File: src/rtl/dma_pkg.sv
package dma_pkg;

  // Configuration word field positions
  localparam int CFG_REPEAT_BIT = 2;
  localparam int CFG_WSZ_LSB    = 24;
  localparam int CFG_RSZ_LSB    = 28;
  localparam int CFG_SZ_W       = 4;

  // Strobes from control to datapath
  typedef struct packed {
    logic load;     // latch descriptor into exec and origin registers
    logic capture;  // store returned read data
    logic advance;  // step counters by the current transaction length
    logic reload;   // restore exec registers from origin copies
  } dmaStrobe_t;

  typedef enum logic [2:0] {
    ST_IDLE,
    ST_RD_REQ,
    ST_RD_WAIT,
    ST_WR_REQ,
    ST_WR_WAIT
  } dmaState_t;

endpackage

File: src/rtl/dma_datapath.sv
module dma_datapath
  import dma_pkg::*;
#(
  parameter int ADDR_W     = 32,
  parameter int LEN_W      = 32,
  parameter int DATA_BYTES = 64
) (
  input  logic                        clk,
  input  logic                        rstN,
  input  dmaStrobe_t                  strobe,
  input  logic                        reqWrite,
  input  logic [31:0]                 cfgIn,
  input  logic [LEN_W-1:0]            bytesIn,
  input  logic [ADDR_W-1:0]           srcIn,
  input  logic [ADDR_W-1:0]           dstIn,
  input  logic [DATA_BYTES*8-1:0]     rspData,
  output logic [31:0]                 execCfg,
  output logic [LEN_W-1:0]            execBytes,
  output logic [ADDR_W-1:0]           execSrc,
  output logic [ADDR_W-1:0]           execDst,
  output logic [ADDR_W-1:0]           reqAddr,
  output logic [$clog2(DATA_BYTES):0] txLen,
  output logic [DATA_BYTES*8-1:0]     wrData,
  output logic                        lastTxn,
  output logic                        repeatEn
);

  localparam int DATA_W = DATA_BYTES * 8;
  localparam int SZ_CAP = $clog2(DATA_BYTES);
  localparam int TXN_W  = SZ_CAP + 1;

  logic [LEN_W-1:0]    origBytes;
  logic [ADDR_W-1:0]   origSrc;
  logic [ADDR_W-1:0]   origDst;
  logic [DATA_W-1:0]   dataBuf;
  logic [CFG_SZ_W-1:0] szField;
  logic [CFG_SZ_W-1:0] capLog;
  logic [TXN_W-1:0]    blockSize;

  // Block size from the write-size field (equal to read-size once started)
  always_comb begin
    szField   = execCfg[CFG_WSZ_LSB +: CFG_SZ_W];
    capLog    = (szField > CFG_SZ_W'(SZ_CAP)) ? CFG_SZ_W'(SZ_CAP) : szField;
    blockSize = TXN_W'(1) << capLog;
    txLen     = (execBytes >= LEN_W'(blockSize)) ? blockSize : execBytes[TXN_W-1:0];
    lastTxn   = (execBytes == LEN_W'(txLen));
    repeatEn  = execCfg[CFG_REPEAT_BIT];
    reqAddr   = reqWrite ? execDst : execSrc;
    wrData    = dataBuf;
  end

  always_ff @(posedge clk) begin
    if (!rstN) begin
      execCfg   <= '0;
      execBytes <= '0;
      execSrc   <= '0;
      execDst   <= '0;
      origBytes <= '0;
      origSrc   <= '0;
      origDst   <= '0;
    end else if (strobe.load) begin
      execCfg   <= cfgIn;
      execBytes <= bytesIn;
      execSrc   <= srcIn;
      execDst   <= dstIn;
      origBytes <= bytesIn;
      origSrc   <= srcIn;
      origDst   <= dstIn;
    end else if (strobe.advance) begin
      if (strobe.reload) begin
        execBytes <= origBytes;
        execSrc   <= origSrc;
        execDst   <= origDst;
      end else begin
        execBytes <= execBytes - LEN_W'(txLen);
        execSrc   <= execSrc + ADDR_W'(txLen);
        execDst   <= execDst + ADDR_W'(txLen);
      end
    end
  end

  always_ff @(posedge clk) begin
    if (!rstN) begin
      dataBuf <= '0;
    end else if (strobe.capture) begin
      dataBuf <= rspData;
    end
  end

endmodule

File: src/rtl/dma_control.sv
module dma_control
  import dma_pkg::*;
#(
  parameter int LEN_W = 32
) (
  input  logic                clk,
  input  logic                rstN,
  input  logic                start,
  input  logic [LEN_W-1:0]    bytesIn,
  input  logic [CFG_SZ_W-1:0] rdSzIn,
  input  logic [CFG_SZ_W-1:0] wrSzIn,
  input  logic                lastTxn,
  input  logic                repeatEn,
  input  logic                memReqReady,
  input  logic                memRspValid,
  input  logic                memRspErr,
  output dmaStrobe_t          strobe,
  output logic                memReqValid,
  output logic                memReqWrite,
  output logic                busy,
  output logic                done,
  output logic                err
);

  dmaState_t state, nextState;
  logic bytesZero;
  logic sizeMismatch;
  logic startIdle;
  logic rspFail;
  logic finishOk;

  always_comb begin
    bytesZero    = (bytesIn == '0);
    sizeMismatch = (rdSzIn != wrSzIn);
    startIdle    = start && (state == ST_IDLE) && !bytesZero;
    rspFail      = memRspValid && memRspErr &&
                   (state == ST_RD_WAIT || state == ST_WR_WAIT);
    finishOk     = (state == ST_WR_WAIT) && memRspValid && !memRspErr && lastTxn;
  end

  always_comb begin
    strobe    = '0;
    nextState = state;
    unique case (state)
      ST_IDLE: begin
        if (startIdle && !sizeMismatch) begin
          strobe.load = 1'b1;
          nextState   = ST_RD_REQ;
        end
      end
      ST_RD_REQ: begin
        if (memReqReady) nextState = ST_RD_WAIT;
      end
      ST_RD_WAIT: begin
        if (memRspValid) begin
          if (memRspErr) begin
            nextState = ST_IDLE;
          end else begin
            strobe.capture = 1'b1;
            nextState      = ST_WR_REQ;
          end
        end
      end
      ST_WR_REQ: begin
        if (memReqReady) nextState = ST_WR_WAIT;
      end
      ST_WR_WAIT: begin
        if (memRspValid) begin
          if (memRspErr) begin
            nextState = ST_IDLE;
          end else begin
            strobe.advance = 1'b1;
            strobe.reload  = lastTxn && repeatEn;
            nextState      = lastTxn ? ST_IDLE : ST_RD_REQ;
          end
        end
      end
      default: nextState = ST_IDLE;
    endcase
  end

  always_ff @(posedge clk) begin
    if (!rstN) state <= ST_IDLE;
    else       state <= nextState;
  end

  always_ff @(posedge clk) begin
    if (!rstN) begin
      done <= 1'b0;
      err  <= 1'b0;
    end else if (startIdle) begin
      if (sizeMismatch) begin
        err <= 1'b1;
      end else begin
        done <= 1'b0;
        err  <= 1'b0;
      end
    end else if (rspFail) begin
      err <= 1'b1;
    end else if (finishOk) begin
      done <= 1'b1;
    end
  end

  always_comb begin
    busy        = (state != ST_IDLE);
    memReqValid = (state == ST_RD_REQ) || (state == ST_WR_REQ);
    memReqWrite = (state == ST_WR_REQ);
  end

endmodule

File: src/rtl/dma_copy_engine.sv
module dma_copy_engine
  import dma_pkg::*;
#(
  parameter int ADDR_W     = 32,
  parameter int LEN_W      = 32,
  parameter int DATA_BYTES = 64
) (
  input  logic                        clk,
  input  logic                        rstN,
  input  logic                        start,
  input  logic [31:0]                 cfgIn,
  input  logic [LEN_W-1:0]            bytesIn,
  input  logic [ADDR_W-1:0]           srcIn,
  input  logic [ADDR_W-1:0]           dstIn,
  output logic                        busy,
  output logic                        done,
  output logic                        err,
  output logic [31:0]                 execCfg,
  output logic [LEN_W-1:0]            execBytes,
  output logic [ADDR_W-1:0]           execSrc,
  output logic [ADDR_W-1:0]           execDst,
  output logic                        memReqValid,
  input  logic                        memReqReady,
  output logic                        memReqWrite,
  output logic [ADDR_W-1:0]           memReqAddr,
  output logic [$clog2(DATA_BYTES):0] memReqLen,
  output logic [DATA_BYTES*8-1:0]     memReqWdata,
  input  logic                        memRspValid,
  input  logic                        memRspErr,
  input  logic [DATA_BYTES*8-1:0]     memRspRdata
);

  dmaStrobe_t strobe;
  logic lastTxn;
  logic repeatEn;

  dma_control #(.LEN_W(LEN_W)) u_control (
    .clk         (clk),
    .rstN        (rstN),
    .start       (start),
    .bytesIn     (bytesIn),
    .rdSzIn      (cfgIn[CFG_RSZ_LSB +: CFG_SZ_W]),
    .wrSzIn      (cfgIn[CFG_WSZ_LSB +: CFG_SZ_W]),
    .lastTxn     (lastTxn),
    .repeatEn    (repeatEn),
    .memReqReady (memReqReady),
    .memRspValid (memRspValid),
    .memRspErr   (memRspErr),
    .strobe      (strobe),
    .memReqValid (memReqValid),
    .memReqWrite (memReqWrite),
    .busy        (busy),
    .done        (done),
    .err         (err)
  );

  dma_datapath #(
    .ADDR_W     (ADDR_W),
    .LEN_W      (LEN_W),
    .DATA_BYTES (DATA_BYTES)
  ) u_datapath (
    .clk       (clk),
    .rstN      (rstN),
    .strobe    (strobe),
    .reqWrite  (memReqWrite),
    .cfgIn     (cfgIn),
    .bytesIn   (bytesIn),
    .srcIn     (srcIn),
    .dstIn     (dstIn),
    .rspData   (memRspRdata),
    .execCfg   (execCfg),
    .execBytes (execBytes),
    .execSrc   (execSrc),
    .execDst   (execDst),
    .reqAddr   (memReqAddr),
    .txLen     (memReqLen),
    .wrData    (memReqWdata),
    .lastTxn   (lastTxn),
    .repeatEn  (repeatEn)
  );

endmodule

File: config.mk
export PLATFORM = sky130hd
export DESIGN_NAME = dma_copy_engine
export DESIGN_NICKNAME = d
export VERILOG_FILES = /design/src/rtl/dma_pkg.sv /design/src/rtl/dma_datapath.sv /design/src/rtl/dma_control.sv /design/src/rtl/dma_copy_engine.sv
export SDC_FILE = /design/constraint.sdc
export NUM_CORES = 2
export LEC_CHECK = 0
export BUFFER_PORTS_ARGS = -buffer_cell sky130_fd_sc_hd__buf_2
export CORE_AREA = 5 5 517 519
export CTS_CLUSTER_DIAMETER = 50
export DETAILED_ROUTE_END_ITERATION = 8
export DIE_AREA = 0 0 522 524
export PLACE_DENSITY = 0.36
export REMOVE_ABC_BUFFERS = 1
export SLEW_MARGIN = 15
export SYNTH_ARGS = -nofsm -noshare
export SYNTH_HDL_FRONTEND = slang
export SYNTH_SLANG_ARGS = --single-unit
File: constraint.sdc
create_clock -name clk -period 4.75 [get_ports clk]
set_input_delay 0.95 -clock clk [delete_from_list [all_inputs] [get_ports clk]]
set_output_delay 0.95 -clock clk [all_outputs]
set_load 0.1 [all_outputs]
==> Word level (Yosys, flattened, before mapping) <==
Index checks and enable logic that the tools add are counted.
{ "word_totals": {"memories": 0, "register_bits": 741, "ram_bits": 0, "in_bits": 646, "mem_bits_ro": 0, "out_inout_bits": 684, "latch_bits": 0} }
{ "classes": {"n_reduce_logical": 22, "n_bitwise": 0, "div": 0, "eq_ne": 13, "addsub": 3, "shifts": 1, "mux": 36, "mul": 0, "magnitude_cmp": 2} }
{ "op_table": {"columns": ["cell", "count"], "rows": [
  ["$mux W32", 10],
  ["$add A32 B7 Y32", 2],
  ["$eq A32 B7 Y1", 1],
  ["$ge A32 B7 Y1", 1],
  ["$logic_not A32 Y1", 1],
  ["$sub A32 B7 Y32", 1],
  ["$mux W3", 6],
  ["$pmux W3 S5", 1],
  ["$mux W1", 13],
  ["$ne A2 B2 Y1 const B", 6],
  ["$logic_and A1 B1 Y1", 9],
  ["$mux W2", 4],
  ["$mux W7", 1],
  ["$shl A1 B4 Y7 const A", 1],
  ["$eq A3 B2 Y1 const B", 2],
  ["$reduce_bool A2 Y1", 3],
  ["$reduce_and A5 Y1", 1],
  ["$gt A4 B3 Y1 const B", 1],
  ["$mux W4", 1],
  ["$ne A4 B4 Y1", 1],
  ["$eq A3 B1 Y1 const B", 1],
  ["$eq A3 B3 Y1 const B", 1],
  ["$logic_not A1 Y1", 3],
  ["$logic_not A3 Y1", 1],
  ["4 further kinds", 5]
]} }

==> Depth between registers and ports, before layout <==
{ "depth": {"ltp_word": 13, "ltp_mapped": 24, "depth_no_buf": 22} }

==> Modules after synthesis <==
A second synthesis with hierarchy kept.
{ "unflattened": {"cells_unflattened": 3211, "area_unflattened_um2": 30676.9} }
{ "modules_own_cells": {"columns": ["module", "area_each_um2", "cells_per_inst", "n_inst"], "rows": [
  ["dma_datapath", 30222.7, 3154, 1],
  ["dma_control", 454.2, 57, 1]
]} }

==> Worst setup path after synthesis <==
Ideal clock, no wire load.
{ "synth_path": {"kind": "reg-to-reg", "from": "register u_datapath.execCfg[25]", "to": "register u_datapath.execBytes[12]", "setup_time_ps": 125, "slack_ps": -2637, "n_path_buf": 2, "required_ps": 4625, "arrival_ps": 7261, "stages_incl_launch_ff": 22, "cell_sequence": "dfxtp_1 > and2_1 > nor2_2 > ha_1 > a211oi_1 > o21a_1 > o31a_1 > buf_2 > nand2_1 > o21ai_0 > ha_1 > inv_1 > fa_1 > a211oi_1 > o21bai_1 > a21oi_1 > a31oi_1 > a21oi_1 > clkbuf_1 > nand3_1 > a21oi_1 > nor3_1"} }
{ "synth_via": {"elab_chain_cells": 13} }
{ "synth_lines": {"columns": ["item", "line", "rtl"], "rows": [
  ["from (decl)", "dma_datapath.sv:17", "output logic [31:0] execCfg,"],
  ["from (signal assigned)", "dma_datapath.sv:62", "execCfg <= cfgIn;"],
  ["$gt A4 B3 Y1", "dma_datapath.sv:43", "capLog = (szField > CFG_SZ_W'(SZ_CAP)) ? CFG_SZ_W'(SZ_CAP) : szField;"],
  ["$mux W4 (*)", "dma_datapath.sv:43", null],
  ["$shl A1 B4 Y7 (*)", "dma_datapath.sv:44", "blockSize = TXN_W'(1) << capLog;"],
  ["$ge A32 B7 Y1", "dma_datapath.sv:45", "txLen = (execBytes >= LEN_W'(blockSize)) ? blockSize : execBytes[TXN_W-1:0];"],
  ["$mux W7 (*)", "dma_datapath.sv:45", null],
  ["via memReqLen[0]", "dma_copy_engine.sv:26", "output logic [$clog2(DATA_BYTES):0] memReqLen,"],
  ["branches (longest 5 deep; another with $sub A32 B7 Y32)", null, null],
  ["$mux W32 (*)", "dma_datapath.sv:70", "if (strobe.reload) begin"],
  ["$mux W32 (*)", "dma_datapath.sv:69", "end else if (strobe.advance) begin"],
  ["$mux W32 (*)", "dma_datapath.sv:61", "end else if (strobe.load) begin"],
  ["to (signal assigned)", "dma_datapath.sv:63", "execBytes <= bytesIn;"],
  ["to (signal assigned)", "dma_datapath.sv:71", "execBytes <= origBytes;"],
  ["to (signal assigned)", "dma_datapath.sv:75", "execBytes <= execBytes - LEN_W'(txLen);"],
  ["to (decl)", "dma_datapath.sv:18", "output logic [LEN_W-1:0] execBytes,"]
]} }
Mark *: on every way through the listed nets, which the timed path passes. The select of a mux whose other input is x is not followed.
A chain may end at the register's enable or synchronous reset.

==> Final worst setup path <==
{ "layout_path": {"from": "register u_datapath.execCfg[27]", "to": "output port memReqLen[6]"} }
{ "layout_via": {"elab_chain_cells": 5} }
{ "layout_lines": {"columns": ["item", "line"], "rows": [
  ["$gt A4 B3 Y1", "dma_datapath.sv:43"],
  ["$mux W4 (*)", "dma_datapath.sv:43"],
  ["$shl A1 B4 Y7 (*)", "dma_datapath.sv:44"],
  ["$ge A32 B7 Y1", "dma_datapath.sv:45"],
  ["$mux W7 (*)", "dma_datapath.sv:45"],
  ["to (decl)", "dma_copy_engine.sv:26"]
]} }
Mark *: on every way between the ends. The rest lies on a longest branch, timed or not.

==> qor.yml <==
grt_setup_unrepaired: "no"
nNetsFinal: 5969
start_util_pct: 11.6
die-area_um2: 274000
grt_pass1_vias: 34174
ys_types: 87
vias: 35215
path_cells: "nand2b_1 -> nor2_1 -> inv_1 -> ha_1 -> nand3b_1 -> o21a_1 -> o31a_1 -> buf_4 -> nand3_2 -> and2_1 -> buf_2"
clk_latency_ps: 810
die_width_um: 522
final_cell_area_um2: 47200
place_area_um2: 41700
cts_root_buf: "clkbuf_16"
fin_crit_sh_pct: 94.6
overflow: 0
worstSetupPathType: "reg -> out"
maxCapViolCount: 0
layout_min_cycle_time_ps: 4500
drt_iter0_drc: 2629
grt_use_total_pct: 15.3
cp.arrival_ps: 3550
synth.avg_cell_area_um2: 7.65
async_reset_ff_share_pct: 0
syn_area_um2: 30200
maxSlewViolCount: 0
n_fill_cell: 29972
rows: 188
yosysSeqAreaShare_pct: 49.1
synthCells: 3953
path_clk_slew_ps: 60
slew_headroom_pct: 30.6
finalSetupViolCount: 0
min_path_type: "in -> reg"
die_h_um: 524
ys_dominant_reg_cell: "dfxtp_1"
yosysTopAreaCellShare_pct: 49.1
wl_per_cell_um: 24.8
crit_slowest_cell: "buf_2"
routed_via_density: 3.93
worst_pin_slew_ps: 1030
fmax_mhz: 222
synth_top_area_cell: "dfxtp_1"
cts_buffers: 150
core_region_area_um2: 262000
ys_warn_count: 0
worst_setup_path_end_kind: "primary output"
vdd_ir_drop_max_mv: 0.262
finalHoldViolCount: 0
drive_above_1_share_pct: 33.8
grt_pass1_wl_um: 294000
antenna_left: 0
cts_sinks: 741
htreeDepth: 4
cp_max_fo: 11
antenna_found_initial: 185
portBuffers: 1329
grt_max_degree: 117
yosys-top-cells-area: "dfxtp_1 (49%), nand2_1 (17%), a21oi_1 (12%)"
ioPinCount: 1330
wirelength_um: 222000
clock_skew_ps: 52.9
drc_errors: 0
drtPass1Iterations: 6
dpl.hpwl_um: 178000
finalPower_mw: 20.9
worstPathRequired_ps: 3800
area_growth_pct: 56.1
start_kind: "flip-flop"
synth_edf_count: 0
clk_path_buf_depth: 4
cellPowerDensity_nw_per_um2: 442
routabilityCongestion: 0.882
status: "finished, final reports clean"
cts_tree: "done"
synth_seq_cells: 741
power.leakage_nw: 19.1
max_stage_delay_ps: 490
path summary, 6_finish.rpt:
path	from	endpoint	slack [ps]	depth (start not counted)
worst max-delay path	u_datapath.execCfg[27]	memReqLen[6]	250	11
worst min-delay path	memRspRdata[407]	u_datapath.wrData[407]	370	3
worst max register to register	u_datapath.execCfg[26]	u_datapath.execDst[13]	310	23
worst min register to register	u_datapath.execCfg[17]	u_datapath.execCfg[17]	450	2
through the flow:
step | utilization (%) | hold WS (ps) | cells | setup WS [ps] | setup TNS [ps]
after global placement | 15.9 | 439 | 8654 | -19.5 | -25.1
after CTS | 18.0 | 282 | 8923 | 43.8 | 0
after floorplan | - | 431 | 3656 | -21860 | -
after global routing | 18.0 | 323 | 8951 | 3.99 | 0
final | 18.0 | 374 | 8961 | 255 | 0
after detailed placement | 15.9 | 442 | 8654 | 65.0 | 0
worst max-delay path, delay by kind of cell (launching register included):
kind | cells | cell delay, ps
AO/OA/AOI/OAI | 2 | 370
adder cells (fa/ha/maj) | 1 | 270
buffers and inverters | 3 | 740
flip-flops | 1 | 360
AND/OR/NAND/NOR | 5 | 1010
synth_stat cells (19+ instances only):
library cell and instances:
o21ai_0 82, a21oi_1 751, xnor2_1 19, inv_1 30, nor4_1 25, buf_2 21, o211ai_1 31, nand3_1 51
dfxtp_1 741, a31oi_1 26, ha_1 25, mux2_2 29, nand2_1 1384, nor3_1 45, nor2_1 113, clkbuf_1 256
placed cells by master, fill, tap and decap left out, types with 19 or more instances in the layout:
cell type / instances
a21oi_1: 749
a31oi_1: 24
buf_12: 29
buf_2: 1329
buf_4: 129
bufinv_16: 23
clkbuf_16: 152
clkbuf_8: 19
dfxtp_1: 738
diode_2: 34
ha_1: 25
inv_1: 29
inv_6: 22
mux2_2: 29
nand2_1: 1384
nand3_1: 51
nor2_1: 108
nor3_1: 43
nor4_1: 23
o211ai_1: 31
o21ai_0: 79
xnor2_1: 19
sequential cells by signal (all words and copies together) (netlist names):
name / cells
u_datapath.origSrc: 32
u_datapath.execCfg: 32
u_datapath.origDst: 32
u_datapath.execDst: 32
u_datapath.execSrc: 32
u_datapath.origBytes: 32
u_datapath.wrData: 512
u_control.err: 1
u_control.state: 3
u_control.done: 1
u_datapath.execBytes: 32
report_power, final:
| part | switching [mW] | internal (mW) | total (mW) | leakage [nW] |
|---|---|---|---|---|
| combinational | 2.04 | 0.855 | 2.89 | 10.6 |
| clock | 4.02 | 7.47 | 11.5 | 2.60 |
| sequential | 0.170 | 6.32 | 6.49 | 5.98 |
| total | 6.23 | 14.6 | 20.9 | 19.1 |
routing by layer:
| layer | vias up | GRT usage (%) | share of wire [%] |
|---|---|---|---|
| li1 | 16135 | - | - |
| met1 | 16811 | 16.2 | 36 |
| met2 | 1701 | 27.0 | 49 |
| met3 | 526 | 7.21 | 12 |
| met4 | 42 | 4.29 | 3.3 |
| met5 | - | 0 | 0.12 |
repair_timing:
| item | CTS | global route |
|---|---|---|
| buffers inserted | 0 | 4 |
| resized for setup | 0 | 23 |
| hold buffers | 0 | 0 |
| setup endpoints to repair | 0 | 101 |
logic make-up after synthesis:
kind of cell | share of synthesized area, %
fa+ha+maj | 1.23
mux | 1.48
compound gates | 19.8
buf+inv | 4.27
flops | 49.1
xor+xnor | 0.840
simple gates | 23.3
layout make-up:
class | count | area [um^2] | area share [%]
sequential | 741 | 14800 | 31.4
multi-input combinational | 2884 | 14200 | 30.1
timing repair buffer | 1487 | 8200 | 17.4
tap | 3515 | 4400 | 9.32
clock buffer | 187 | 4130 | 8.74
clock inverter | 82 | 1200 | 2.55
inverter | 31 | 124 | 0.263
antenna | 34 | 85.1 | 0.180
Power figures use the tool's default switching activity.
